--- config.mk ---
export PLATFORM = sky130hd
export DESIGN_NAME = fbt_tracker
export DESIGN_NICKNAME = d
export VERILOG_FILES = /design/src/rtl/fbt_pkg.sv /design/src/rtl/fbt_pick.sv /design/src/rtl/fbt_hold_bank.sv /design/src/rtl/fbt_dispq.sv /design/src/rtl/fbt_tracker.sv
export SDC_FILE = /design/constraint.sdc
export NUM_CORES = 1
export LEC_CHECK = 0
export BUFFER_PORTS_ARGS = -buffer_cell sky130_fd_sc_hd__buf_4
export CORE_MARGIN = 4
export CORE_UTILIZATION = 57
export DETAILED_ROUTE_END_ITERATION = 12
export PLACE_DENSITY = 0.83
export SLEW_MARGIN = 20
export SYNTH_ARGS = -nofsm -noshare
export SYNTH_HDL_FRONTEND = slang
export SYNTH_SLANG_ARGS = --single-unit
--- constraint.sdc ---
create_clock -name clk -period 2.92 [get_ports clk]
set_input_delay 0.146 -clock clk [delete_from_list [all_inputs] [get_ports clk]]
set_output_delay 0.146 -clock clk [all_outputs]
set_load 0.005 [all_outputs]
--- src/rtl/fbt_pkg.sv ---
package fbt_pkg;
  typedef enum logic [1:0] {
    PIC_I = 2'd0,
    PIC_P = 2'd1,
    PIC_B = 2'd2,
    PIC_X = 2'd3
  } pic_e;
endpackage

--- src/rtl/fbt_pick.sv ---
module fbt_pick #(
  parameter int N  = 4,
  parameter int IW = 2
) (
  input  logic [N-1:0]  free_vec,
  output logic          any_free,
  output logic [IW-1:0] pick_idx
);
  always_comb begin
    pick_idx = '0;
    for (int i = N - 1; i >= 0; i--) begin
      if (free_vec[i]) pick_idx = IW'(i);
    end
  end
  assign any_free = |free_vec;
endmodule

--- src/rtl/fbt_hold_bank.sv ---
module fbt_hold_bank #(
  parameter int N = 4
) (
  input  logic         clk,
  input  logic         rst_n,
  input  logic [N-1:0] ref_set,
  input  logic [N-1:0] ref_clr,
  input  logic [N-1:0] disp_set,
  input  logic [N-1:0] disp_clr,
  output logic [N-1:0] ref_q,
  output logic [N-1:0] disp_q,
  output logic [N-1:0] free_q
);
  for (genvar g = 0; g < N; g++) begin : g_buf
    always_ff @(posedge clk) begin
      if (!rst_n) begin
        ref_q[g]  <= 1'b0;
        disp_q[g] <= 1'b0;
      end else begin
        if (ref_set[g])       ref_q[g] <= 1'b1;
        else if (ref_clr[g])  ref_q[g] <= 1'b0;
        if (disp_set[g])      disp_q[g] <= 1'b1;
        else if (disp_clr[g]) disp_q[g] <= 1'b0;
      end
    end
  end

  assign free_q = ~ref_q & ~disp_q;


  alloc_on_free_chk: assert property (@(posedge clk) disable iff (!rst_n)
    (disp_set & ~free_q) == '0);
endmodule

--- src/rtl/fbt_dispq.sv ---
module fbt_dispq #(
  parameter int N  = 4,
  parameter int IW = 2
) (
  input  logic          clk,
  input  logic          rst_n,
  input  logic          push,
  input  logic [IW-1:0] push_idx,
  output logic          out_valid,
  input  logic          out_ready,
  output logic [IW-1:0] out_idx
);
  localparam int CW = $clog2(N + 1);

  logic [IW-1:0] mem [N];
  logic [IW-1:0] wr_ptr, rd_ptr;
  logic [CW-1:0] count;
  logic          pop;

  assign out_valid = (count != '0);
  assign out_idx   = mem[rd_ptr];
  assign pop       = out_valid && out_ready;

  always_ff @(posedge clk) begin
    if (!rst_n) begin
      wr_ptr <= '0;
      rd_ptr <= '0;
      count  <= '0;
    end else begin
      if (push) begin
        mem[wr_ptr] <= push_idx;
        wr_ptr      <= (wr_ptr == IW'(N - 1)) ? '0 : wr_ptr + 1'b1;
      end
      if (pop) rd_ptr <= (rd_ptr == IW'(N - 1)) ? '0 : rd_ptr + 1'b1;
      if (push && !pop)      count <= count + 1'b1;
      else if (pop && !push) count <= count - 1'b1;
    end
  end


  no_overflow_chk: assert property (@(posedge clk) disable iff (!rst_n)
    push |-> (count != CW'(N)) || pop);

  head_hold_chk: assert property (@(posedge clk) disable iff (!rst_n)
    (out_valid && !out_ready) |=> (out_valid && $stable(out_idx)));
endmodule

--- src/rtl/fbt_tracker.sv ---
module fbt_tracker
  import fbt_pkg::*;
#(
  parameter int NBUF = 4,
  localparam int IW = (NBUF > 1) ? $clog2(NBUF) : 1
) (
  input  logic          clk,
  input  logic          rst_n,
  input  logic          start_valid,
  output logic          start_ready,
  input  logic [1:0]    start_type,
  output logic          start_wait,
  output logic          alloc_valid,
  output logic [IW-1:0] alloc_idx,
  input  logic          dec_done,
  input  logic          flush,
  output logic          disp_valid,
  input  logic          disp_ready,
  output logic [IW-1:0] disp_idx,
  input  logic          disp_done,
  input  logic [IW-1:0] disp_done_idx
);
  localparam logic [NBUF-1:0] ONE = NBUF'(1);

  logic [NBUF-1:0] ref_set, ref_clr, disp_set, disp_clr;
  logic [NBUF-1:0] ref_q, disp_q, free_q;
  logic            any_free;
  logic [IW-1:0]   pick_idx;

  logic            busy, cur_is_b;
  logic [IW-1:0]   cur_idx;
  logic            rnew_v, rold_v;
  logic [IW-1:0]   rnew_idx, rold_idx;

  logic            accept, is_anchor, flush_eff;
  logic            push;
  logic [IW-1:0]   push_idx;

  fbt_pick #(.N(NBUF), .IW(IW)) pick_i (
    .free_vec (free_q),
    .any_free (any_free),
    .pick_idx (pick_idx)
  );

  fbt_hold_bank #(.N(NBUF)) bank_i (
    .clk      (clk),
    .rst_n    (rst_n),
    .ref_set  (ref_set),
    .ref_clr  (ref_clr),
    .disp_set (disp_set),
    .disp_clr (disp_clr),
    .ref_q    (ref_q),
    .disp_q   (disp_q),
    .free_q   (free_q)
  );

  fbt_dispq #(.N(NBUF), .IW(IW)) queue_i (
    .clk       (clk),
    .rst_n     (rst_n),
    .push      (push),
    .push_idx  (push_idx),
    .out_valid (disp_valid),
    .out_ready (disp_ready),
    .out_idx   (disp_idx)
  );

  assign start_ready = !busy && any_free && !flush;
  assign start_wait  = start_valid && !any_free;
  assign accept      = start_valid && start_ready;
  assign is_anchor   = (start_type == PIC_I) || (start_type == PIC_P);
  assign flush_eff   = flush && !busy;

  always_comb begin
    ref_set  = '0;
    ref_clr  = '0;
    disp_set = '0;
    disp_clr = '0;
    push     = 1'b0;
    push_idx = '0;
    if (accept) begin
      disp_set = ONE << pick_idx;
      if (is_anchor) begin
        ref_set = ONE << pick_idx;
        if (rold_v) ref_clr = ONE << rold_idx;
        if (rnew_v) begin
          push     = 1'b1;
          push_idx = rnew_idx;
        end
      end
    end
    if (flush_eff) begin
      ref_clr = '1;
      if (rnew_v) begin
        push     = 1'b1;
        push_idx = rnew_idx;
      end
    end
    if (dec_done && busy && cur_is_b) begin
      push     = 1'b1;
      push_idx = cur_idx;
    end
    if (disp_done) disp_clr = ONE << disp_done_idx;
  end

  always_ff @(posedge clk) begin
    if (!rst_n) begin
      busy        <= 1'b0;
      cur_is_b    <= 1'b0;
      cur_idx     <= '0;
      rnew_v      <= 1'b0;
      rold_v      <= 1'b0;
      rnew_idx    <= '0;
      rold_idx    <= '0;
      alloc_valid <= 1'b0;
      alloc_idx   <= '0;
    end else begin
      alloc_valid <= accept;
      if (accept) begin
        alloc_idx <= pick_idx;
        busy      <= 1'b1;
        cur_idx   <= pick_idx;
        cur_is_b  <= !is_anchor;
      end else if (dec_done) begin
        busy <= 1'b0;
      end
      if (flush_eff) begin
        rnew_v <= 1'b0;
        rold_v <= 1'b0;
      end else if (accept && is_anchor) begin
        rold_v   <= rnew_v;
        rold_idx <= rnew_idx;
        rnew_v   <= 1'b1;
        rnew_idx <= pick_idx;
      end
    end
  end


  alloc_follows_accept_chk: assert property (@(posedge clk) disable iff (!rst_n)
    alloc_valid |-> $past(start_valid && start_ready));

  alloc_single_pulse_chk: assert property (@(posedge clk) disable iff (!rst_n)
    alloc_valid |=> !alloc_valid);

  wait_blocks_ready_chk: assert property (@(posedge clk) disable iff (!rst_n)
    start_wait |-> !start_ready);

  b_never_ref_chk: assert property (@(posedge clk) disable iff (!rst_n)
    (alloc_valid && cur_is_b) |-> !ref_q[alloc_idx]);
endmodule

# ---- Word-level counts from Yosys, hierarchy flattened
# Memories as Yosys holds them, arrays and structs flattened. A register that Yosys moved wholly into a read port is not among the register bits.
# Cells that the tools add are included.
dict set report op_classes {
  shift 3
  mux 51
  eq_ne 3
  addsub 4
  reduce_logical 33
  n_bitwise 5
}
# operator count
set ops {}
lappend ops {{$mux 4} 8}
lappend ops {{$mux 2} 14}
lappend ops {{$mux 1} 27}
lappend ops {{$reduce_bool 2->1} 10}
lappend ops {{$shl 1x2->4 const A} 3}
lappend ops {{$logic_and 1x1->1} 11}
lappend ops {{$not 4->4} 2}
lappend ops {{$logic_not 1->1} 6}
lappend ops {{$mux 3} 2}
lappend ops {{$add 2x1->2 const B} 2}
lappend ops {{$and 4x4->4} 1}
lappend ops {{$eq 2x2->1 const B} 2}
lappend ops {{$reduce_or 4->1} 1}
lappend ops {{$add 3x1->3 const B} 1}
lappend ops {{$reduce_bool 3->1} 1}
lappend ops {{$sub 3x1->3 const B} 1}
lappend ops {{$eq 2x1->1 const B} 1}
lappend ops {{$logic_not 2->1} 1}
lappend ops {{$not 1->1} 2}
lappend ops {{$reduce_and 2->1} 1}
lappend ops {{$reduce_or 2->1} 1}
lappend ops {{$logic_or 1x1->1} 1}
dict set report word_totals {
  n_memories 1
  ff_bits 26
  ram_bits 8
  inputBits 11
  out_inout_bits 8
  elab_cells 119
}
# memory words word_bits read_ports rd_ports_with_merged_regs wr line
set memory_table {}
lappend memory_table {queue_i.mem 4 2 1 1 1 fbt_dispq.sv:15} ;# logic [IW-1:0] mem [N];

# ---- Logic depth before layout (Yosys ltp)
dict set report logic_depth {
  depth_word 14
  depth_mapped 10
  ltp_nobuf 10
}

# ---- By module
# Synthesis repeated with hierarchy kept, for this count alone.
dict set report unflattened {
  hier_cells 169
  hier_area_um2 1719.1
}
# module cells_per_inst area_per_inst_um2 seq_area_each_um2 instances
set modules_own_cells {}
lappend modules_own_cells {fbt_dispq 56 754.5 420.4 1}
lappend modules_own_cells {fbt_tracker 77 636.9 220.2 1}
lappend modules_own_cells {fbt_hold_bank 29 292.8 160.2 1}
lappend modules_own_cells {fbt_pick 7 35.0 0.0 1}

# ---- Worst setup path before layout
# OpenSTA, ideal clock, no wires.
dict set report synth_path {
  kind {reg2reg}
  from {register busy}
  to {register queue_i.count[2]}
  slack_ns 0.495
  path_buffers 0
  synth_period_minus_slack_ns 2.425
  stages_incl_launch_ff 11
  setup_ns 0.076
  required_ns 2.844
  arrival_time_ns 2.349
  cell_sequence {dfxtp_1 > nor4b_4 > o211ai_2 > and2_4 > clkinv_2 > ha_1 > inv_1 > fa_1 > xor2_1 > or3_1 > a21boi_0}
}
dict set report synth_via {
  elab_chain_len 11
  word_cells_on_any_way 16
  classes_between {mux: 5; reduce/logical: 11}
}
# element line
set synth_rtl {}
lappend synth_rtl {{start, declared} fbt_tracker.sv:30} ;# logic busy, cur_is_b;
lappend synth_rtl {{start signal, assigned} fbt_tracker.sv:107} ;# busy <= 1'b0;
lappend synth_rtl {{start signal, assigned} fbt_tracker.sv:120} ;# busy <= 1'b1;
lappend synth_rtl {{start signal, assigned} fbt_tracker.sv:124} ;# busy <= 1'b0;
lappend synth_rtl {{$logic_not 1->1} {fbt_tracker.sv:67, fbt_tracker.sv:71}}
lappend synth_rtl {{$logic_and 1x1->1 (2 in a row)} fbt_tracker.sv:67} ;# assign start_ready = !busy && any_free && !flush;
lappend synth_rtl {{$logic_and 1x1->1} fbt_tracker.sv:69} ;# assign accept = start_valid && start_ready;
lappend synth_rtl {{$mux 1} fbt_tracker.sv:80} ;# if (accept) begin
lappend synth_rtl {{$mux 1} fbt_tracker.sv:93} ;# if (rnew_v) begin
lappend synth_rtl {{$mux 1} fbt_tracker.sv:91} ;# if (flush_eff) begin
lappend synth_rtl {{$mux 1 *} fbt_tracker.sv:98} ;# if (dec_done && busy && cur_is_b) begin
lappend synth_rtl {{net push} fbt_tracker.sv:36} ;# logic push;
lappend synth_rtl {{$logic_not 1->1} fbt_dispq.sv:36} ;# else if (pop && !push) count <= count - 1'b1;
lappend synth_rtl {{$logic_and 1x1->1} fbt_dispq.sv:36}
lappend synth_rtl {{$reduce_bool 2->1 (no source line)} n/a}
lappend synth_rtl {{end signal, assigned} fbt_dispq.sv:35} ;# if (push && !pop) count <= count + 1'b1;
lappend synth_rtl {{end signal, assigned} fbt_dispq.sv:36}
lappend synth_rtl {{end, declared} fbt_dispq.sv:17} ;# logic [CW-1:0] count;
# Mark *: on every way through the listed nets, which the timed path passes. The rest lies on a longest branch.
# A chain may end at the register's enable or synchronous reset.

# ---- Final worst setup path
# Ends and elaborated chain as after synthesis.

==> flow_summary_export.csv <==
group,metric,value,unit
route,postRouteAntennaNets,0,
floorplan,die_w,62.28,µm
synthesis,synth.distinct_cells,48,
worst_setup_path,path_class,"reg -> reg",
sta,maxSlewHeadroom,77.28,%
power_and_ir_drop,vdd_drop_max,0.0005752,V
synthesis,synth_warnings,0,
clocking,ctsResizeCount,0,
route,wl,3454,µm
min_path,min_to,"cur_idx[1]$_SDFFE_PN0P_",
sta,fin_crit,2509,ps
clocking,cts_root_buffer,"clkbuf_4",
synthesis,yosysMostFrequentCell,"dfxtp_1",
sta,fin_crit_sh,85.92,%
grt,grt_use_total,18.76,%
floorplan,dieHeight,62.28,µm
grt,grt_pass1_vias,1361,
worst_setup_path,reg2reg_to,"queue_i.count[2]$_SDFFE_PN0P_",
power_and_ir_drop,power.density,587.0,nW/µm²
placement,routabilityCongestion,0.8641,
worst_setup_path,worstPathMaxFanout,7,
worst_setup_path,crit_path_max_incr_delay,400,ps
synthesis,synth_flop_cell,"dfxtp_1",
min_path,holdPathStages,3,
placement,io_buffer_count,17,
synthesis,synth_nets,180,
synthesis,synth_area_leaders,"dfxtp_1 (33%), edfxtp_1 (14%), ha_1 (4.5%)",
placement,hpwl,2540,µm
synthesis,synth.yosys.seq_area_share,47.69,%
min_path,worstHoldStart,"start_valid",
route,detail_route.first_pass.iterations,4,
flow_run,cap_violations,0,
min_path,hold_path_class,"in -> reg",
sta,setup_violations,0,
synthesis,yosys.area.top_type,"dfxtp_1",
clocking,insertion_delay,340,ps
clocking,cts_tree,"done",
placement,post-place-ws,415.2,ps
layout,fin_cells,217,
worst_setup_path,path_buf_inv,2,
synthesis,synthCells,162,
worst_setup_path,reg2reg_depth,10,
placement,place_inst,209,
route,viasPerCell,6.138,
clocking,path_clk_slew,100,ps
worst_setup_path,cp-end-kind,"register",
worst_setup_path,cp_top_family,"simple AND/OR/NAND/NOR gates",
sta,worst_slew_pin_slew,340.8,ps
grt,antenna_found_initial,0,
clocking,cts_setup_buffers,0,
grt,grt_max_degree,35,
clocking,clk_path_buf_depth,2,
worst_setup_path,crit_arrival,2770,ps
sta,fin_setup_tns,0,ps
worst_setup_path,r2r_start,"busy$_SDFFE_PN0P_",
sta,skew,11.03,ps
synthesis,synth_edf_count,8,
synthesis,yosys.area.top_type_share,33.38,%
clocking,htreeDepth,2,
floorplan,core,2781,µm²
sta,fmax,0.3986,GHz
sta,rsz0062_at_grt,"no",
worst_setup_path,start_kind,"register",
floorplan,start_util,60.37,%
synthesis,yosys_register_bits,36,
layout,area_growth,14.46,%
sta,slew_violations,0,
synthesis,syn_avg_cell_area,10.36,µm²
floorplan,boundaryPins,19,
worst_setup_path,required,3180,ps
worst_setup_path,reg2reg_slack,410,ps
worst_setup_path,cp_cell_sequence,"nor4b_4 > o211ai_2 > and2_4 > clkinv_2 > ha_1 > inv_1 > fa_1 > xor2_1 > or3_1 > a21boi_0",
floorplan,dieArea,3878,µm²
sta,worst_slack,411.1,ps
layout,nNetsFinal,203,
floorplan,rows,19,
layout,post-route-util,69.10,%
route,drc,0,
route,vias,1332,
layout,post_route_cells_drive_above_1_share,19.89,%
synthesis,synthesis.area,1679,µm²
sta,finalHoldViolations,0,
power_and_ir_drop,p_leak,0.0008168,µW
synthesis,async_flop_share,0,%
worst_setup_path,cpMaxStageDelayCell,"dfxtp_1",
synthesis,yosys-top-cells-count,"dfxtp_1 (28), nand2_1 (16), nor2_1 (11), edfxtp_1 (8)",
grt,grt-ovfl-total,0,
route,drt_iter0_markers,67,
status,status,"complete, no violations",
clocking,clock_sinks,36,
route,wl_per_cell,15.92,µm
grt,grt_pass1_wl,5934,µm
clocking,postCtsHoldBufs,0,
layout,antenna_cells,0,
clocking,cts_buffers,5,
-- stage by stage --
step / power (µW) / hold slack (ps) / cell area (µm²)
3_5_place_dp: 840.1 / 467.1 / 1853
6_report: 1128 / 110.5 / 1922
3_3_place_gp: 825.0 / 426.7 / 1853
4_1_cts: 1134 / 104.1 / 1922
5_1_grt: 1203 / 106.7 / 1922
2_1_floorplan: 750.8 / 298.9 / 1679
-- power by group --
part           switching [µW]  total [µW]  internal (µW)
Sequential               39.1         589            550
Combinational             108         237            129
Clock                     161         303            142
-- placed cells by master, fill, tap and decap left out, drive strengths merged, types with 2 or more instances in the layout --
master  synthesis  layout
dfxtp          28      28
mux4            2       2
inv             5       5
and2            4       4
buf             0      20
nor4b           2       2
o21a            3       3
o211a           3       3
ha              6       6
nand4           5       5
nor2b           2       2
nand3           5       5
o22ai           2       2
edfxtp          8       8
o22a            2       2
nand2          16      16
or3             3       3
nor4            2       2
and3            6       6
mux2i           4       4
nor3            3       3
a21oi           5       5
a21boi          5       5
nor2           11      11
clkbuf          4       8
o21ai           9       9
-- per-layer routing --
layer | share of wire, % | GRT usage [%] | wire length (µm) | vias to the layer above
li1 | - | - | - | 646
met3 | 5.2 | 6.126 | 178 | 8
met5 | 0 | 0 | 0 | -
met1 | 41 | 20.39 | 1431 | 634
met4 | 2.4 | 6.366 | 82 | 0
met2 | 51 | 33.81 | 1761 | 44
-- how the worst max path moves through the flow --
stage / start / end / slack [ps] / cells past startpoint
3_3_place_gp: busy$_SDFFE_PN0P_ / queue_i.count[2]$_SDFFE_PN0P_ / 530 / 10
3_5_place_dp: busy$_SDFFE_PN0P_ / queue_i.count[2]$_SDFFE_PN0P_ / 420 / 10
2_1_floorplan: busy$_SDFFE_PN0P_ / queue_i.count[2]$_SDFFE_PN0P_ / 500 / 10
4_1_cts: busy$_SDFFE_PN0P_ / queue_i.count[2]$_SDFFE_PN0P_ / 390 / 10
5_1_grt: busy$_SDFFE_PN0P_ / queue_i.count[2]$_SDFFE_PN0P_ / 190 / 10
6_report: busy$_SDFFE_PN0P_ / queue_i.count[2]$_SDFFE_PN0P_ / 410 / 10
-- worst reg2reg max path: stages (launching register included) --
cell and delay [ps]:
dfxtp_1 400, nor4b_4 340, o211ai_2 170, and2_4 190, clkinv_2 70, ha_1 180
inv_1 70, fa_1 370, xor2_1 150, or3_1 300, a21boi_0 180
-- registers in the layout (all words and copies together) (netlist names), named ones only --
name / flops
queue_i.wr_ptr: 2
cur_idx: 2
bank_i.disp_q: 4
queue_i.count: 3
busy: 1
alloc_valid: 1
rnew_v: 1
cur_is_b: 1
rnew_idx: 2
rold_idx: 2
queue_i.mem: 8
queue_i.rd_ptr: 2
rold_v: 1
bank_i.ref_q: 4
-- final cells by class --
cell class	count	area [µm²]
Timing Repair Buffer	20	150.1
Tap cell	31	38.79
Multi-Input combinational cell	116	839.6
Inverter	6	23.77
Fill cell	218	859.6
Sequential cell	36	800.8
Clock buffer	8	68.82
-- kinds of logic (layout without fill, tap and decap cells) --
logic type | Yosys count | count (layout) | synth area share, %
buf+inv | 10 | 34 | 2.310
flops | 36 | 36 | 47.69
fa+ha+maj | 7 | 7 | 5.663
xor+xnor | 2 | 2 | 1.043
compound gates | 37 | 37 | 16.69
mux | 6 | 6 | 5.067
simple gates | 64 | 64 | 21.54
No activity file was read; power rests on OpenSTA's default activity.
